### src/rtl/flash_ctl_pkg.sv
package flash_ctl_pkg;

    // Implemented control fields, most significant first
    typedef struct packed {
        logic       dbg_on;
        logic       sleep_off;
        logic       run_off;
        logic       dc_flush;
        logic       ic_flush;
        logic       dc_on;
        logic       ic_on;
        logic       pf_on;
        logic [3:0] wait_st;
    } ctl_fields_t;

    typedef enum logic [1:0] {
        KEY_IDLE = 2'd0,
        KEY_HALF = 2'd1,
        KEY_OPEN = 2'd2,
        KEY_DEAD = 2'd3
    } key_state_t;

    localparam int WORD_W    = 32;
    localparam int LANES     = WORD_W / 8;

    localparam int POS_PF    = 8;
    localparam int POS_IC    = 9;
    localparam int POS_DC    = 10;
    localparam int POS_ICF   = 11;
    localparam int POS_DCF   = 12;
    localparam int POS_RUN   = 13;
    localparam int POS_SLEEP = 14;
    localparam int POS_DBG   = 18;

    localparam logic [WORD_W-1:0] FIELD_MASK = 32'h0004_7F0F;
    localparam logic [WORD_W-1:0] RESET_WORD = 32'h0000_0600;

    function automatic logic [WORD_W-1:0] pack_fields(input ctl_fields_t f);
        logic [WORD_W-1:0] w;
        w            = '0;
        w[3:0]       = f.wait_st;
        w[POS_PF]    = f.pf_on;
        w[POS_IC]    = f.ic_on;
        w[POS_DC]    = f.dc_on;
        w[POS_ICF]   = f.ic_flush;
        w[POS_DCF]   = f.dc_flush;
        w[POS_RUN]   = f.run_off;
        w[POS_SLEEP] = f.sleep_off;
        w[POS_DBG]   = f.dbg_on;
        return w;
    endfunction

    function automatic ctl_fields_t unpack_fields(input logic [WORD_W-1:0] w);
        ctl_fields_t f;
        f.wait_st   = w[3:0];
        f.pf_on     = w[POS_PF];
        f.ic_on     = w[POS_IC];
        f.dc_on     = w[POS_DC];
        f.ic_flush  = w[POS_ICF];
        f.dc_flush  = w[POS_DCF];
        f.run_off   = w[POS_RUN];
        f.sleep_off = w[POS_SLEEP];
        f.dbg_on    = w[POS_DBG];
        return f;
    endfunction

endpackage

### src/rtl/flash_key_gate.sv
module flash_key_gate
    import flash_ctl_pkg::*;
#(
    parameter logic [31:0] KEY_A = 32'h0415_2637,
    parameter logic [31:0] KEY_B = 32'hFAFB_FCFD
) (
    input  logic        clk,
    input  logic        rst,
    input  logic        key_wr,
    input  logic [3:0]  key_be,
    input  logic [31:0] key_data,
    input  logic        consume,
    output logic        run_wr_ok
);

    key_state_t state_q, state_d;
    logic       full_word;

    assign full_word = (key_be == 4'hF);

    always_comb begin
        state_d = state_q;
        unique case (state_q)
            KEY_IDLE: if (key_wr) state_d = (full_word && key_data == KEY_A) ? KEY_HALF : KEY_DEAD;
            KEY_HALF: if (key_wr) state_d = (full_word && key_data == KEY_B) ? KEY_OPEN : KEY_DEAD;
            KEY_OPEN: begin
                if (key_wr)       state_d = KEY_DEAD;
                else if (consume) state_d = KEY_IDLE;
            end
            default:  state_d = KEY_DEAD;
        endcase
    end

    always_ff @(posedge clk) begin
        if (rst) state_q <= KEY_IDLE;
        else     state_q <= state_d;
    end

    assign run_wr_ok = (state_q == KEY_OPEN);

    // a locked-out guard never reopens before reset
    a_r7_dead_stays: assert property (@(posedge clk) disable iff (rst)
        (state_q == KEY_DEAD) |=> (state_q == KEY_DEAD));

    // an open guard closes after the consuming write
    a_r6_unlock_used: assert property (@(posedge clk) disable iff (rst)
        (run_wr_ok && consume && !key_wr) |=> !run_wr_ok);

    // the guard opens only from the half-unlocked state
    a_r5_open_path: assert property (@(posedge clk) disable iff (rst)
        (state_q != KEY_HALF && state_q != KEY_OPEN) |=> (state_q != KEY_OPEN));

endmodule

### src/rtl/flash_ctl_fields.sv
module flash_ctl_fields
    import flash_ctl_pkg::*;
(
    input  logic              clk,
    input  logic              rst,
    input  logic              ctl_wr,
    input  logic [LANES-1:0]  ctl_be,
    input  logic [WORD_W-1:0] ctl_wdata,
    input  logic              run_wr_ok,
    output ctl_fields_t       fields,
    output logic [WORD_W-1:0] ctl_word
);

    ctl_fields_t       cur_q, nxt;
    logic [WORD_W-1:0] merged;

    assign ctl_word = pack_fields(cur_q);
    assign fields   = cur_q;

    // per-lane merge of write data over the current word
    for (genvar g = 0; g < LANES; g++) begin : g_lane
        assign merged[8*g +: 8] = ctl_be[g] ? ctl_wdata[8*g +: 8] : ctl_word[8*g +: 8];
    end

    always_comb begin
        nxt = unpack_fields(merged & FIELD_MASK);
        if (cur_q.dc_on) nxt.dc_flush = cur_q.dc_flush;
        if (!run_wr_ok)  nxt.run_off  = cur_q.run_off;
    end

    always_ff @(posedge clk) begin
        if (rst)         cur_q <= unpack_fields(RESET_WORD);
        else if (ctl_wr) cur_q <= nxt;
    end

    // flush bit frozen while the data cache is on
    a_r4_dcflush_guard: assert property (@(posedge clk) disable iff (rst)
        cur_q.dc_on |=> $stable(cur_q.dc_flush));

    // run power-down bit frozen while the guard is closed
    a_r5_run_locked: assert property (@(posedge clk) disable iff (rst)
        !run_wr_ok |=> $stable(cur_q.run_off));

    // unselected lanes hold
    a_r2_lane_hold: assert property (@(posedge clk) disable iff (rst)
        (ctl_wr && !ctl_be[0]) |=> $stable(cur_q.wait_st));

endmodule

### src/rtl/flash_pd_sel.sv
module flash_pd_sel (
    input  logic clk,
    input  logic rst,
    input  logic sleep_mode,
    input  logic pe_busy,
    input  logic sleep_off,
    input  logic run_off,
    input  logic rd_req,
    output logic flash_pd,
    output logic rd_fwd,
    output logic acc_err
);

    logic want_pd;

    assign want_pd  = sleep_mode ? sleep_off : run_off;
    assign flash_pd = want_pd & ~pe_busy;
    assign rd_fwd   = rd_req & ~run_off;
    assign acc_err  = rd_req & run_off;

    // never power down during program/erase
    a_r9_busy_no_pd: assert property (@(posedge clk) disable iff (rst)
        pe_busy |-> !flash_pd);

    // a read is either forwarded or flagged, never both
    a_r10_fwd_xor_err: assert property (@(posedge clk) disable iff (rst)
        !(rd_fwd && acc_err));

endmodule

### src/rtl/flash_ctl_reg.sv
module flash_ctl_reg
    import flash_ctl_pkg::*;
#(
    parameter int          ADDR_W   = 4,
    parameter int          CTRL_OFS = 0,
    parameter int          KEY_OFS  = 4,
    parameter logic [31:0] KEY_A    = 32'h0415_2637,
    parameter logic [31:0] KEY_B    = 32'hFAFB_FCFD
) (
    input  logic              clk,
    input  logic              rst,
    input  logic              bus_sel,
    input  logic              bus_wr,
    input  logic [ADDR_W-1:0] bus_addr,
    input  logic [3:0]        bus_be,
    input  logic [31:0]       bus_wdata,
    output logic [31:0]       bus_rdata,
    input  logic              sleep_mode,
    input  logic              pe_busy,
    input  logic              rd_req,
    output logic              flash_pd,
    output logic              rd_fwd,
    output logic              acc_err,
    output logic [3:0]        wait_states,
    output logic              prefetch_en,
    output logic              icache_en,
    output logic              dcache_en,
    output logic              icache_rst,
    output logic              dcache_rst,
    output logic              dbg_en
);

    localparam logic [ADDR_W-1:0] A_CTRL = ADDR_W'(CTRL_OFS);
    localparam logic [ADDR_W-1:0] A_KEY  = ADDR_W'(KEY_OFS);

    logic        hit_ctrl, hit_key;
    logic        ctl_wr, key_wr, ctl_rd;
    logic        run_wr_ok;
    ctl_fields_t fields;
    logic [31:0] ctl_word;

    assign hit_ctrl = bus_sel && (bus_addr == A_CTRL);
    assign hit_key  = bus_sel && (bus_addr == A_KEY);
    assign ctl_wr   = hit_ctrl && bus_wr;
    assign ctl_rd   = hit_ctrl && !bus_wr;
    assign key_wr   = hit_key && bus_wr;

    flash_key_gate #(.KEY_A(KEY_A), .KEY_B(KEY_B)) u_key (
        .clk      (clk),
        .rst      (rst),
        .key_wr   (key_wr),
        .key_be   (bus_be),
        .key_data (bus_wdata),
        .consume  (ctl_wr && bus_be[1]),
        .run_wr_ok(run_wr_ok)
    );

    flash_ctl_fields u_fields (
        .clk      (clk),
        .rst      (rst),
        .ctl_wr   (ctl_wr),
        .ctl_be   (bus_be),
        .ctl_wdata(bus_wdata),
        .run_wr_ok(run_wr_ok),
        .fields   (fields),
        .ctl_word (ctl_word)
    );

    flash_pd_sel u_pd (
        .clk       (clk),
        .rst       (rst),
        .sleep_mode(sleep_mode),
        .pe_busy   (pe_busy),
        .sleep_off (fields.sleep_off),
        .run_off   (fields.run_off),
        .rd_req    (rd_req),
        .flash_pd  (flash_pd),
        .rd_fwd    (rd_fwd),
        .acc_err   (acc_err)
    );

    assign bus_rdata   = ctl_rd ? ctl_word : '0;
    assign wait_states = fields.wait_st;
    assign prefetch_en = fields.pf_on;
    assign icache_en   = fields.ic_on;
    assign dcache_en   = fields.dc_on;
    assign icache_rst  = fields.ic_flush;
    assign dcache_rst  = fields.dc_flush;
    assign dbg_en      = fields.dbg_on;

    // reserved bits never appear on the read bus
    a_r3_reserved_zero: assert property (@(posedge clk) disable iff (rst)
        (bus_rdata & ~FIELD_MASK) == '0);

    // no forwarding while run power-down is selected
    a_r10_block_fwd: assert property (@(posedge clk) disable iff (rst)
        (rd_req && ctl_word[POS_RUN]) |-> (acc_err && !rd_fwd));

endmodule

### config.mk
export PLATFORM = sky130hd
export DESIGN_NAME = flash_ctl_reg
export DESIGN_NICKNAME = d
export VERILOG_FILES = /design/src/rtl/flash_ctl_pkg.sv /design/src/rtl/flash_key_gate.sv /design/src/rtl/flash_ctl_fields.sv /design/src/rtl/flash_pd_sel.sv /design/src/rtl/flash_ctl_reg.sv
export SDC_FILE = /design/constraint.sdc
export NUM_CORES = 1
export LEC_CHECK = 0
export BUFFER_PORTS_ARGS = -buffer_cell sky130_fd_sc_hd__buf_2
export CAP_MARGIN = 20
export CORE_MARGIN = 1
export CORE_UTILIZATION = 36
export DETAILED_ROUTE_END_ITERATION = 7
export GPL_TIMING_DRIVEN = 0
export PLACE_DENSITY = 0.89
export RECOVER_POWER = 25
export SYNTH_ARGS = -nofsm -noshare
export SYNTH_HDL_FRONTEND = slang
export SYNTH_SLANG_ARGS = --single-unit
### constraint.sdc
create_clock -name clk -period 2.6 [get_ports clk]
set_clock_uncertainty 0.1 [all_clocks]
set_input_delay 0.39 -clock clk [delete_from_list [all_inputs] [get_ports clk]]
set_output_delay 0.39 -clock clk [all_outputs]
set_load 0.01 [all_outputs]
* Word level (Yosys, flattened, before mapping) *
Index checks and enable logic that the tools add are counted.

storage, ports and cells
  logic and storage cells = 51
  output and inout bits = 45
  register bits after elaboration = 14

cells by class
  bitwise operators = 6
  reduce and logical (&&, ||, !) cells = 17
  mux-type cells = 9
  equality and inequality tests = 9

operators with widths
  kind                                             number
  == test 32 x 27 -> 1 bit, second input constant  1
  == test 32 bit, second input constant            1
  2-to-1 mux 19 bit                                1
  2-to-1 mux 2 bit                                 5
  AND reduction 3 bit                              3
  logical AND 1 bit                                8
  case mux 2 bit (3 select lines)                  1
  AND reduction 2 bit                              3
  == test 4 x 3 -> 1 bit, second input constant    1
  == test 4 bit, second input constant             1
  logical NOT 4 bit                                1
  != test 2 bit, second input constant             2
  bitwise AND 1 bit                                3
  != test 3 bit, second input constant             1
  NOT 1 bit                                        3
  == test 2 x 1 -> 1 bit, second input constant    1
  == test 2 bit, second input constant             1
  logical NOT 2 bit                                1
  2-to-1 mux 1 bit                                 2
  logical NOT 1 bit                                1

* Longest topological paths before layout *
  word-level depth = 7
  gate-level depth with buffers = 5
  depth with buffers taken out = 4

* Modules after synthesis *
From an unflattened synthesis, not the netlist that was laid out.

second synthesis, totals
  cells, all modules = 166
  area total of the unflattened synthesis = 1,391.3 µm²

modules (own cells, without submodules)
  module            times used  cells each  area each (µm²)
  flash_ctl_fields  1           87          774.5
  flash_ctl_reg     1           46          320.3
  flash_key_gate    1           29          270.3
  flash_pd_sel      1           4           26.3

* Worst setup path after synthesis *
OpenSTA, ideal clock, no wires.

  kind = input-to-output
  from = in bus_addr[1]
  to = out bus_rdata[10]
  path slack = 0.593 ns
  cell stages on the path = 4
  required time = 2.110 ns
  data arrival time = 1.517 ns
  path buffers = 1
  path through = nor4b_2 -> nor3b_1 -> clkbuf_1 -> and2_1

between the ends
  longest elaborated chain between the ends = 4

ends and longest elaborated chain
  item                RTL line             RTL
  start: declaration  flash_ctl_reg.sv:14  input logic [ADDR_W-1:0] bus_addr,
  logical NOT 4 bit   flash_ctl_reg.sv:42  assign hit_ctrl = bus_sel && (bus_addr == A_CTRL);
  logical AND 1 bit   flash_ctl_reg.sv:42
  logical AND 1 bit   flash_ctl_reg.sv:45  assign ctl_rd = hit_ctrl && !bus_wr;
  2-to-1 mux 19 bit   flash_ctl_reg.sv:82  assign bus_rdata = ctl_rd ? ctl_word : '0;
  end: declaration    flash_ctl_reg.sv:17  output logic [31:0] bus_rdata,

Every way passes these cells.

* Worst setup path after layout *
  from = in bus_addr[1]
  to = out bus_rdata[13]

Same word-level chain as after synthesis.

==> flow_metrics.tcl <==
set metrics [dict create \
    cts_tree "built" \
    cp-start-kind "input pin" \
    fin_ws_ps 294 \
    hold_depth 2 \
    cp_max_fo 10 \
    post-place-ws_ps -6.63 \
    synth_top_area_share_pct 28.4 \
    fmax_ghz 0.434 \
    first_pass_iters 4 \
    syn_area_per_cell_sq_um 8.23 \
    yosys.area_share.simple_pct 44.0 \
    numCtsBuffers 3 \
    synthAdderAreaFrac_pct 0 \
    path_class "input pin to primary output" \
    antenna_found_initial 0 \
    fin_nets 262 \
    grt-busiest-layer "met2" \
    synth_area_sq_um 987 \
    finalCritPeriodShare_pct 88.7 \
    grt_use_met3_pct 3.89 \
    start_util_pct 38.8 \
    cp.depth 6 \
    synthXorXnorAreaFrac_pct 0 \
    layout_commonest_cell "buf_2" \
    die_h_um 54.4 \
    pwr-share-comb_pct 21.3 \
    drt-wirelength-per-cell_um 10.7 \
    coreArea_sq_um 2540 \
    wl_um 2620 \
    p_int_uw 356 \
    synth_area_leaders "dfxtp_1, buf_4, and2_1, nand4b_1, mux2i_1" \
    grt_pass1_vias 1008 \
    synth_seq_cells 14 \
    gr-usage-met2_pct 35.0 \
    power_frac_seq_pct 45.0 \
    drv_slew 0 \
    synth_compound_area_share_pct 4.82 \
    synthMuxAreaShare_pct 6.08 \
    setup_viol 0 \
    status "completed" \
    switching_share_pct 25.9 \
    antenna_cells 0 \
    power_switching_uw 125 \
    crit_top_cell "buf_2" \
    synth_top_family_by_area "simple AND/OR/NAND/NOR gates" \
    yosysTopAreaCell "dfxtp_1" \
    drt_iter0_drc 10 \
    clk_pin_slew_ps 90 \
    maxCapViolations 0 \
    area_growth_pct 50.7 \
    grt_max_degree 11 \
    placed_area_sq_um 1450 \
    final_area_sq_um 1490 \
    ff2ff_path_depth 4 \
    fin_crit_ps 2310 \
    num_rows 18 \
    ys_warn_count 0 \
    powerDensity_nw_per_um2 323 \
    io_buffers 71 \
    rsz0062_at_grt "false" \
    io_pins 92 \
    place_hpwl_um 2190 \
    drc_errors 0 \
    drive_gt1_share_pct 42.5 \
    die_area_sq_um 2960 \
    crit_family "simple AND/OR/NAND/NOR gates" \
    overflow 0 \
    grt_use_met1_pct 19.1 \
    hold_viol 0 \
    worst_path_max_delay_cell "nor4b_4" \
    ctsHoldBuffers 0 \
    path_cells "buf_2, nor4b_4, nor3b_1, clkbuf_2, and2_1, buf_2" \
    critPathBufInv 3 \
    gp_congestion 0.793 \
    leakage_uw 0.000779 \
    yosysSeqAreaShare_pct 28.4 \
    mostFrequentLayoutCells "buf_2, buf_4, conb_1" \
    antenna_left 0 \
    peakVddDrop_v 0.000190 \
    hp-class "input pin to flip-flop" \
    clock_latency_ps 280 \
    clock_sinks 14 \
    cp_data_arrival_time_ps 1820 \
    p_clk_share_pct 33.6 \
    final_util_pct 58.5 \
    grt.total_usage_pct 19.1 \
    end_kind "primary output" \
    num_vias 1153 \
    required_ps 2110 \
    htree_levels 1 \
    grt_pass1_wl_um 3990 \
    synth_cells 120 \
    routed_via_density 4.73 \
    root_buffer "clkbuf_4" \
    synthDistinctLibCells 30 \
    cts_max_path_buffers 2 \
    die_w_um 54.4 \
    slowest_delay_ps 410 \
]
-- Yosys cell counts --
| library cell | n |
|---|---|
| and4b_1 | 1 |
| nand4b_1 | 7 |
| nand3b_1 | 3 |
| nor4b_2 | 1 |
| dfxtp_1 | 14 |
| nor4_1 | 2 |
| and3_1 | 1 |
| nor4bb_1 | 1 |
| nand4_1 | 5 |
| nor2_1 | 7 |
| a211oi_1 | 1 |
| or2b_1 | 1 |
| mux2i_1 | 6 |
| nor3b_1 | 1 |
| or4b_1 | 1 |
| nor4b_1 | 2 |
| or4_4 | 1 |
| conb_1 | 1 |
| nor3_1 | 3 |
| a21oi_1 | 6 |
| nor4_2 | 1 |
| nand2_1 | 11 |
| and2_1 | 13 |
| o21ai_0 | 2 |
| or4_1 | 1 |
| clkbuf_1 | 3 |
| nand3_1 | 2 |
| nor2b_1 | 1 |
| nand4bb_1 | 1 |
| buf_4 | 20 |
-- worst register-to-register path, cell delays in order (launching register included) --
cell and delay, ps:
dfxtp_1 350, or4b_1 530, or4_4 550, nor4_2 280, a211oi_1 100
-- flip-flops by register name, indices dropped and copies added (netlist names) --
signal / flops
u_key.state_q: 2
u_fields.ctl_word: 12
-- cell families (layout without fill, tap and decap cells) --
kind of cell | count (synthesis) | in the layout
AND/OR/NAND/NOR | 67 | 67
buffers and inverters | 23 | 98
flip-flops | 14 | 14
AO/OA/AOI/OAI | 9 | 9
multiplexers | 6 | 6
other | 1 | 20
-- per-layer routing --
layer,vias to the layer above,wire (um)
li1,581,-
met3,4,164
met1,516,1010
met4,0,41
met5,-,0
met2,52,1400
-- final cells by class --
cell class              instances  area (sq um)
plain buffers                  23           163
clock buffers                   4          36.3
repair buffers                 71           345
flip-flops and latches         14           280
multi-input cells             102           626
fillers                       257          1060
well taps                      30          37.5
-- power groups by stage --
stage,clock network (uW),registers (uW),logic [uW]
6_report,162,216,103
4_1_cts,161,216,100
3_5_place_dp,0,221,99.7
5_1_grt,172,217,114
2_1_floorplan,0,221,50.9
3_3_place_gp,0,221,97.9
-- repair_timing --
| action | CTS | global route |
|---|---|---|
| resized for setup | 1 | 1 |
| buffers inserted | 0 | 0 |
| gates cloned | 0 | 0 |
| endpoints found under the setup margin | 2 | 10 |
-- stage by stage --
step                      instances  setup TNS, ps  hold slack (ps)  total power, uW
after floorplan                 139              0              340              272
after global placement          240              0              355              319
after detailed placement        240          -15.7              365              321
after CTS                       244              0              221              477
after global routing            244              0              237              502
final                           244              0              221              481
-- worst paths after layout --
kind                                      startpoint                    to  slack [ps]
worst max-delay path                     bus_addr[1]         bus_rdata[13]         290
worst min-delay path                             rst      u_key.state_q[0]         220
worst max register to register      u_key.state_q[1]      u_key.state_q[0]         580
worst min register to register  u_fields.ctl_word[8]  u_fields.ctl_word[8]         380
Note: power is estimated with default switching activity, not from simulation.
